$ cat src/rtl/cbag_pkg.sv
package cbag_pkg;

    typedef enum logic [1:0] {
        CTX_IDLE   = 2'd0,
        CTX_LINEAR = 2'd1,
        CTX_BITREV = 2'd2,
        CTX_FAULT  = 2'd3
    } ctx_state_t;

    // Step code to left-shift amount: 00 -> x1, 01 -> x2, 1x -> x4
    function automatic logic [1:0] step_shift(input logic [1:0] code);
        logic [1:0] sh;
        unique case (code)
            2'b00:   sh = 2'd0;
            2'b01:   sh = 2'd1;
            default: sh = 2'd2;
        endcase
        return sh;
    endfunction

endpackage

$ cat src/rtl/cbag_bitrev.sv
module cbag_bitrev #(
    parameter int W = 8,
    localparam int LGW = $clog2(W + 1)
) (
    input  logic [W-1:0]   val,
    input  logic [LGW-1:0] lg,
    output logic [W-1:0]   res
);
    logic [W-1:0] full;

    always_comb begin
        for (int i = 0; i < W; i++) begin
            full[i] = val[W-1-i];
        end
        res = full >> (W - int'(lg));
    end
endmodule

$ cat src/rtl/cbag_ctx.sv
module cbag_ctx
    import cbag_pkg::*;
#(
    parameter int AW   = 16,
    parameter int LENW = 8,
    localparam int LGW = $clog2(LENW + 1)
) (
    input  logic            clk,
    input  logic            rst_n,
    input  logic            cfg_hit,
    input  logic [AW-1:0]   cfg_base,
    input  logic [LENW-1:0] cfg_len,
    input  logic [1:0]      cfg_step,
    input  logic            cfg_brev,
    input  logic            req_hit,
    output logic [AW-1:0]   cur_addr,
    output logic            served,
    output logic            faulted
);
    ctx_state_t      state_q, state_nxt;
    logic [AW-1:0]   base_q, e_base;
    logic [LENW-1:0] len_q, e_len;
    logic [1:0]      sh_q, e_sh;
    logic [LENW-1:0] idx_q, e_idx, idx_nxt;
    logic            len_pow2;
    logic [LGW-1:0]  lg;
    logic [LENW-1:0] rev_idx, off;
    logic [LENW+1:0] off_w;

    assign len_pow2 = ((cfg_len & (cfg_len - 1'b1)) == '0);

    // Next-state logic: a configuration write classifies the new setup
    always_comb begin
        state_nxt = state_q;
        if (cfg_hit) begin
            if (cfg_len == '0)
                state_nxt = CTX_FAULT;
            else if (cfg_brev)
                state_nxt = len_pow2 ? CTX_BITREV : CTX_FAULT;
            else
                state_nxt = CTX_LINEAR;
        end
    end

    // State register
    always_ff @(posedge clk or negedge rst_n) begin
        if (!rst_n) state_q <= CTX_IDLE;
        else        state_q <= state_nxt;
    end

    // Effective view for this cycle: a same-cycle write is seen by the request
    always_comb begin
        e_base = cfg_hit ? cfg_base : base_q;
        e_len  = cfg_hit ? cfg_len : len_q;
        e_sh   = cfg_hit ? step_shift(cfg_step) : sh_q;
        e_idx  = cfg_hit ? '0 : idx_q;
        lg     = '0;
        for (int i = 0; i < LENW; i++) begin
            if (e_len[i]) lg = LGW'(i);
        end
    end

    cbag_bitrev #(.W(LENW)) u_rev (.val(e_idx), .lg(lg), .res(rev_idx));

    // Output process
    always_comb begin
        served = 1'b0;
        off    = e_idx;
        unique case (state_nxt)
            CTX_IDLE, CTX_FAULT: served = 1'b0;
            CTX_LINEAR:          served = 1'b1;
            CTX_BITREV: begin
                served = 1'b1;
                off    = rev_idx;
            end
        endcase
        off_w    = {2'b00, off} << e_sh;
        cur_addr = e_base + AW'(off_w);
        faulted  = (state_q == CTX_FAULT);
        idx_nxt  = e_idx;
        if (req_hit && served) begin
            idx_nxt = (({1'b0, e_idx} + 1'b1) == {1'b0, e_len}) ? '0 : e_idx + 1'b1;
        end
    end

    always_ff @(posedge clk or negedge rst_n) begin
        if (!rst_n) begin
            base_q <= '0;
            len_q  <= '0;
            sh_q   <= '0;
            idx_q  <= '0;
        end else begin
            if (cfg_hit) begin
                base_q <= cfg_base;
                len_q  <= cfg_len;
                sh_q   <= step_shift(cfg_step);
            end
            idx_q <= idx_nxt;
        end
    end

    assert_idx_in_window_R5: assert property (@(posedge clk) disable iff (!rst_n)
        (state_q == CTX_LINEAR || state_q == CTX_BITREV) |-> (idx_q < len_q));

    assert_cfg_restart_R2: assert property (@(posedge clk) disable iff (!rst_n)
        (cfg_hit && !req_hit) |=> (idx_q == '0));

    assert_req_moves_R3: assert property (@(posedge clk) disable iff (!rst_n)
        (req_hit && !cfg_hit && served && len_q != 1) |=> (idx_q != $past(idx_q)));

    assert_idle_hold_R10: assert property (@(posedge clk) disable iff (!rst_n)
        (!req_hit && !cfg_hit) |=> ($stable(idx_q) && $stable(state_q)));
endmodule

$ cat src/rtl/circbuf_agen.sv
module circbuf_agen #(
    parameter int NBUF = 8,
    parameter int AW   = 16,
    parameter int LENW = 8,
    localparam int SELW = $clog2(NBUF)
) (
    input  logic            clk,
    input  logic            rst_n,
    input  logic            cfg_we,
    input  logic [SELW-1:0] cfg_sel,
    input  logic [AW-1:0]   cfg_base,
    input  logic [LENW-1:0] cfg_len,
    input  logic [1:0]      cfg_step,
    input  logic            cfg_brev,
    input  logic            req_valid,
    input  logic [SELW-1:0] req_sel,
    input  logic [SELW-1:0] rd_sel,
    output logic            addr_valid,
    output logic [AW-1:0]   addr_out,
    output logic            req_err,
    output logic [AW-1:0]   rd_ptr,
    output logic            rd_fault
);
    logic [AW-1:0]   addr_a [NBUF];
    logic [NBUF-1:0] served_a;
    logic [NBUF-1:0] fault_a;
    logic            sel_ok, hit_ok;

    for (genvar g = 0; g < NBUF; g++) begin : g_ctx
        cbag_ctx #(.AW(AW), .LENW(LENW)) u_ctx (
            .clk      (clk),
            .rst_n    (rst_n),
            .cfg_hit  (cfg_we && cfg_sel == SELW'(g)),
            .cfg_base (cfg_base),
            .cfg_len  (cfg_len),
            .cfg_step (cfg_step),
            .cfg_brev (cfg_brev),
            .req_hit  (req_valid && req_sel == SELW'(g)),
            .cur_addr (addr_a[g]),
            .served   (served_a[g]),
            .faulted  (fault_a[g])
        );
    end

    assign sel_ok   = (int'(req_sel) < NBUF);
    assign hit_ok   = sel_ok && served_a[req_sel];
    assign rd_ptr   = addr_a[rd_sel];
    assign rd_fault = fault_a[rd_sel];

    always_ff @(posedge clk or negedge rst_n) begin
        if (!rst_n) begin
            addr_valid <= 1'b0;
            req_err    <= 1'b0;
            addr_out   <= '0;
        end else begin
            addr_valid <= req_valid && hit_ok;
            req_err    <= req_valid && !hit_ok;
            if (req_valid && hit_ok) addr_out <= addr_a[req_sel];
        end
    end

    assert_valid_err_excl_R8: assert property (@(posedge clk) disable iff (!rst_n)
        !(addr_valid && req_err));

    assert_quiet_no_req_R10: assert property (@(posedge clk) disable iff (!rst_n)
        !req_valid |=> (!addr_valid && !req_err));

    assert_addr_held_R3: assert property (@(posedge clk) disable iff (!rst_n)
        !addr_valid |=> (addr_valid || $stable(addr_out)));
endmodule

$ cat config.mk
export PLATFORM = sky130hd
export DESIGN_NAME = circbuf_agen
export DESIGN_NICKNAME = d
export VERILOG_FILES = /design/src/rtl/cbag_pkg.sv /design/src/rtl/cbag_bitrev.sv /design/src/rtl/cbag_ctx.sv /design/src/rtl/circbuf_agen.sv
export SDC_FILE = /design/constraint.sdc
export NUM_CORES = 1
export LEC_CHECK = 0
export BUFFER_PORTS_ARGS = -buffer_cell sky130_fd_sc_hd__buf_2
export CAP_MARGIN = 20
export CORE_UTILIZATION = 30
export CTS_CLUSTER_DIAMETER = 200
export DETAILED_ROUTE_END_ITERATION = 10
export GPL_ROUTABILITY_DRIVEN = 1
export GPL_TIMING_DRIVEN = 0
export SYNTH_ARGS = -nofsm -noshare
export SYNTH_HDL_FRONTEND = slang
export SYNTH_SLANG_ARGS = --single-unit
$ cat constraint.sdc
create_clock -name clk -period 6.8 [get_ports clk]
set_input_delay 0.34 -clock clk [delete_from_list [all_inputs] [get_ports clk]]
set_output_delay 0.34 -clock clk [all_outputs]
set_load 0.02 [all_outputs]
==> out/summary.txt, run 1 <==
Fin. max-slew vios: 0
Via-per-instance ratio: 5.74
Nets@finish: 3626
HP Class: input port to register
Die H: 301 um
WS Path Type: register to primary output
Flop pwr share: 26.1%
Post-synth EDFFs: 0
Hold_ws: 0.102 ns
Port Buf Inserts: 53
Comb power frac: 49.2%
Slew @ Worst Pin: 1.07 ns
DIE WIDTH: 301 um
Cell variety after synth: 99
Worst-path clk slew: 0.06 ns
CTS buffer count: 41
Syn_nets: 3466
1st-iter DRT viols: 3033
Setup crit end kind: primary output
R2R Setup Slk: 1.21 ns
Syn Area/Cell: 8.10 um2
Yosys top cell area share: 28.6%
Clock sink total: 306
Synthesis Warnings: 0
Worst VDD drop: 0.000201 V
Worst-skew pair later-pin latency: 0.60 ns
Core Util, Final: 36.2%
Routability cong.: 1.02
Post-route minimum period: 6.77 ns
Hold Startpoint: req_valid
Main synth FF type: dfrtp_1
WHS Path Cells: 2
Startpoint types: register
Slew HR: 28.7%
Vias in the first global route: 24850
Count of state elements after synthesis: 306
CP arrival: 6.43 ns
Internal power: 5.31 mW
Endpoints failing hold: 0
# rows: 109
Total GRT Usage: 23.6%
Worst Reg2Reg Path Length in Cells: 26
DR WL/cell: 23.5 um
Sequential area share after synthesis: 28.6%
Pin count of the biggest net entering global routing: 114
Worst Path Required: 6.46 ns
Psw: 4.01 mW
First-pass GRT wire length: 162000 um
WL final: 109000 um
Ranking of synthesized cells by area: dfrtp_1 29%, nand2_1 9.0%, mux2i_1 5.6%
Initial Util: 30.3%
Reg-to-Reg End: addr_out[10]
Switching share of power: 43.1%
CTS tree: done
PwrDens: 291 nW/um2
Max Freq: 148 MHz
Final setup fails: 0
Estimated wirelength of the detail-placed design: 81700 um
Buffer type at the clock tree root: clkbuf_16
Post-synth ARST share: 100%
# DRC: 0
Share of cells above drive strength 1: 16.5%
Synth-to-Final Area Change: 19.5%
Core area: 88400 um2
Filler cells: 9180
Synthesized area: 26800 um2
ANT nets after route: 0
Initial antenna violation count: 9
Total grt overflow: 0
Cells after Synth: 3306
Clock Power Share: 24.6%
DRT Pass-1 Iters: 6
Clock Path Buffers: 3
Worst R2R Start: g_ctx[6].u_ctx.len_q[2]
Max-Cap Viols: 0
Worst Hold End: req_err
Area leader, netlist: dfrtp_1
Die Area: 90500 um2
Pleak: 14.3 nW
Critical path fanouts, max: 6
Fin Clk Skew: 0.0300 ns
Via count: 26776
Outcome: finished clean
CTS H-Tree Depth: 2
Unrepaired setup endpoints after global routing: true
Tcrit/Tclk final: 99.6%
# IOs: 75
-- metrics by stage --
step	setup TNS, ns	area, um2	std cells	power, mW	setup slack [ns]
detailed placement	-45.15	28800	4539	6.48	-2.44
global placement	-353.62	28500	4524	6.43	-2.93
global route	-0.439	32000	4661	9.74	-0.156
floorplan	0	26800	3306	5.16	0.180
finish	0	32000	4663	9.32	0.0283
CTS	0	31100	4628	8.97	0.00204
-- flip-flops by register name (all words and copies together), names as in the netlist --
signal               count
addr_out                16
addr_valid               1
g_ctx.u_ctx.base_q     128
g_ctx.u_ctx.idx_q       64
g_ctx.u_ctx.len_q       64
g_ctx.u_ctx.sh_q        16
g_ctx.u_ctx.state_q     16
req_err                  1
-- synthesized netlist by cell type (25+ instances only) --
cell	number
nand3_1	94
dfrtp_1	306
xor2_1	64
xnor2_1	142
mux4_2	59
nor2_1	265
ha_1	112
nand2_1	641
nor2b_1	27
buf_1	36
clkbuf_1	124
a21o_1	40
inv_1	131
mux2i_1	151
o22ai_1	54
o21a_1	47
nor3_1	84
a21oi_1	141
o211ai_1	28
o21ai_0	197
nand4_1	28
mux2_2	57
a31oi_1	26
and3_1	33
a211oi_1	32
or3_1	25
-- power groups by stage --
stage / clock, mW / combinational (mW) / sequential (mW)
after CTS: 2.32 / 4.24 / 2.42
final: 2.30 / 4.59 / 2.44
after global routing: 2.39 / 4.88 / 2.47
after global placement: 0 / 3.98 / 2.45
after floorplan: 0 / 2.76 / 2.40
after detailed placement: 0 / 4.03 / 2.45
-- cell type report --
class | count | area, um2 | share of cell area [%]
antenna | 2 | 5.00 | 0.0156
buffer | 173 | 971 | 3.03
clock buffer | 60 | 1220 | 3.81
clock inverter | 13 | 151 | 0.473
inverter | 150 | 586 | 1.83
multi-input combinational | 2657 | 18900 | 58.9
sequential | 306 | 7660 | 23.9
tap | 1165 | 1460 | 4.55
timing repair buffer | 137 | 1110 | 3.46
-- worst max-delay path by stage --
stage                             from         end  slack [ns]  cells after the start
4_1_cts                     cfg_sel[1]  rd_ptr[13]       0.002                     31
3_5_place_dp                cfg_sel[0]  rd_ptr[11]       -2.44                     30
3_3_place_gp                cfg_len[7]  rd_ptr[10]       -2.93                     26
6_report       g_ctx[2].u_ctx.len_q[6]  rd_ptr[15]        0.03                     22
2_1_floorplan               cfg_sel[0]  rd_ptr[11]        0.18                     28
5_1_grt                     cfg_sel[1]  rd_ptr[15]       -0.16                     32
-- cell families after synthesis --
group,count (synthesis),share of synthesized area (%)
AOI/OAI and AO/OA,745,18.3
xor gates and xnor gates,207,6.82
adders and majority gates,121,5.87
buffers and inverters,343,5.16
DFF,306,28.6
muxes,272,13.3
and+or+nand+nor,1312,22.0
-- worst max-delay path: stages, from the launching register on --
cell,delay (ns)
dfrtp_1,0.38
mux2_4,0.29
or4_4,0.58
and2_4,0.17
buf_8,0.13
ha_4,0.18
xor2_4,0.20
mux4_2,0.52
or3_4,0.41
o221ai_4,0.08
o22ai_2,0.13
mux2i_1,0.16
ha_2,0.29
o21ai_2,0.09
o21a_1,0.21
o21a_1,0.22
nor3_4,0.26
o211a_1,0.24
xnor2_2,0.13
mux2i_1,0.10
a222oi_1,0.44
o211ai_1,0.35
buf_4,0.27
-- repair_timing --
item / in CTS / in global routing
hold endpoints to repair: 39 / 0
gates resized for setup: 208 / 157
cloned: 0 / 1
buffers inserted: 27 / 40
pin swaps: 33 / 59
hold buffers: 1 / 0
setup endpoints to repair: 29 / 10
-- placed cells by master, fill, tap and decap left out, types with 28 or more instances in the layout --
master       n
buf_4       86
and3_1      33
a21oi_1    125
a21o_1      40
ha_1        92
o211ai_1    28
clkbuf_1    91
nand2_1    640
o22ai_1     50
mux4_2      59
clkbuf_16   44
nand4_1     28
mux2_2      54
buf_2       52
inv_1      126
nor2_1     257
nor3_1      77
o21ai_0    173
o21a_1      44
nand3_1     92
dfrtp_1    306
mux2i_1    143
xnor2_1    133
xor2_1      59
-- metal layers --
metal,wire length [um],global-route usage (%),vias up
li1,-,-,12136
met1,47000,33.1,13139
met2,47800,35.9,1278
met3,10200,4.41,217
met4,4440,8.70,6
met5,36,0,-
(Power assumes the default switching activity.)
==> run 2: changes to the inputs <==
- CTS_BUF_LIST: unset -> sky130_fd_sc_hd__clkbuf_2 sky130_fd_sc_hd__clkbuf_4 sky130_fd_sc_hd__clkbuf_8
- CTS_CLUSTER_DIAMETER: 200 -> 100
==> run 2 against run 1 <==
  * The run now ends with setup timing left
  * Hold slack got worse by 0.053 ns
  * Flip-flop and latch count unchanged
  * Design area increased by 0.79%
  * First-iteration DRC count increased by 5.5%
  * Sequential share of layout area decreased by 0.18 points
  * Wire length increased by 0.47%
  * Clock power decreased by 7%
  * Global-route usage increased by 0.14 points
  * Sequential power about the same
  * Critical path type unchanged
  * Largest cell class unchanged
  * Largest power group unchanged
==> out/summary.txt, run 2 (synthesized netlist as in run 1, its figures left out) <==
Outcome: complete, but fails checks
Failing checks: setup timing
DIE WIDTH: 301 um
Filler cells: 9181
Nets@finish: 3663
Multi-input logic area: 19000 um2
Max Freq: 147 MHz
ANT nets after route: 0
Cell chain of the critical path: mux2_4, or4_4, and2_4, buf_12, ha_4, xor2_4, mux4_2, or3_4, o221ai_4, o22ai_2, mux2i_1, ha_2, a211oi_4, o21a_1, o21a_1, nor3_4, o211a_1, xnor2_2, mux2i_1, a222oi_1, o211ai_1, buf_4
Max-Cap Viols: 0
Port Buf Inserts: 53
CTS buffer count: 59
Critical path fanouts, max: 4
First-pass GRT wire length: 163000 um
Worst VDD drop: 0.000159 V
CP arrival: 6.47 ns
PwrDens: 288 nW/um2
Pin count of the biggest net entering global routing: 114
CTS tree: done
# IOs: 75
Synth-to-Final Area Change: 20.4%
N_diodes: 0
Clock sink total: 306
Pleak: 14.4 nW
Post-route minimum period: 6.81 ns
1st-iter DRT viols: 3199
Total power: 9.28 mW
Initial Util: 30.3%
Total grt overflow: 0
WL final: 110000 um
Sequential cell area: 7660 um2
HP Class: input port to register
Biggest register: g_ctx.u_ctx.base_q
Initial antenna violation count: 8
Worst Slack Setup Final: -0.0136 ns
Most frequent cells in the layout: 641 x nand2_1, 305 x dfrtp_1, 254 x nor2_1
Worst-skew pair later-pin latency: 0.73 ns
Via count: 26997
Worst-path clk slew: 0.07 ns
Setup crit end kind: primary output
Final setup fails: 1
Clock Path Buffers: 3
Slew @ Worst Pin: 1.06 ns
Share of cells above drive strength 1: 18.7%
Tcrit/Tclk final: 100%
Slowest CP cell: or4_4
WS Path Type: register to primary output
Fin Clk Skew: 0.0485 ns
Buffer type at the clock tree root: clkbuf_8
Endpoints failing hold: 0
# DRC: 0
Unrepaired setup endpoints after global routing: true
Estimated wirelength of the detail-placed design: 81700 um
Fin. max-slew vios: 0
Routability cong.: 1.02
Core area: 88400 um2
Leading cell type in the layout, fill and taps excluded: nand2_1
Die H: 301 um
CTS H-Tree Depth: 2
Setup WS pre-CTS: -2.44 ns
Startpoint types: register
CP top delay family: compound AO/OA/AOI/OAI gates
Hold_ws: 0.0491 ns
Via-per-instance ratio: 5.73
Die Area: 90500 um2
Critical path's largest stage delay: 0.53 ns
Vias in the first global route: 25174
Worst Path Required: 6.46 ns
Slew HR: 29.1%
Biggest registers after layout: g_ctx.u_ctx.base_q x128, g_ctx.u_ctx.idx_q x64, g_ctx.u_ctx.len_q x64
Max reg flops: 128
# rows: 109
Core Util, Final: 36.5%
Buf/Inv on CP: 2
DR WL/cell: 23.3 um
Total GRT Usage: 23.8%
DRT Pass-1 Iters: 6
run 2: cell count changes in the layout (fill, tap and decap cells not counted), sizes merged:
cell         delta
diode           -2
clkbuf         +34
inv             -1
clkinvlp        +4
clkinv          -3
dlygate4sd3     +3
buf            +16
run 2: repair_timing:
action	CTS	global route
hold buffers	4	0
endpoints found under the setup margin	28	12
gates resized for setup	230	172
hold endpoints to repair	115	0
gates cloned	0	0
pin swaps	43	80
setup buffers	42	42
run 2: path summary, 6_finish.rpt:
path                                           from                  endpoint  slack [ns]  cells past startpoint
max                         g_ctx[2].u_ctx.len_q[6]                rd_ptr[15]       -0.01                     22
min                                     cfg_base[3]  g_ctx[1].u_ctx.base_q[3]        0.05                      3
max reg2reg                 g_ctx[2].u_ctx.len_q[6]               addr_out[5]        1.20                     25
min reg2reg                g_ctx[7].u_ctx.base_q[2]  g_ctx[7].u_ctx.base_q[2]        0.48                      2
max in group asynchronous                     rst_n   g_ctx[5].u_ctx.len_q[3]        5.47                      4
min in group asynchronous                     rst_n   g_ctx[3].u_ctx.len_q[3]        0.12                      2
run 2: cell type report:
class                      instances  area share (%)
multi-input combinational       2657            59.0
sequential                       306            23.7
tap                             1165            4.52
timing repair buffer             156            3.82
clock buffer                      94            3.62
buffer                           173            3.05
inverter                         150            1.83
clock inverter                    13           0.465
run 2: through the flow:
step,setup TNS [ns],instances,cell area [um2]
2_1_floorplan,0,3306,26800
3_3_place_gp,-353.62,4524,28500
3_5_place_dp,-45.15,4539,28800
4_1_cts,0,4679,31300
5_1_grt,-0.336,4714,32300
6_report,-0.0136,4714,32300
run 2: worst min-delay path, delay by kind of cell:
family | cells | cell delay, ns
AND/OR/NAND/NOR | 2 | 0.16
buffers and inverters | 1 | 0.21
run 2: routing by layer:
metal	wire (um)	part of all wire, %	track usage [%]
met5	45	0.041	0
met4	5090	4.6	10.3
met3	10900	9.9	4.88
met2	47200	43	35.6
met1	46600	42	32.9
run 2: power by group:
group          switching, mW  leakage [nW]  internal [mW]
Clock                  0.945         0.691           1.20
Sequential             0.279          3.86           2.16
Combinational           2.84          9.83           1.86
Total                   4.06          14.4           5.22
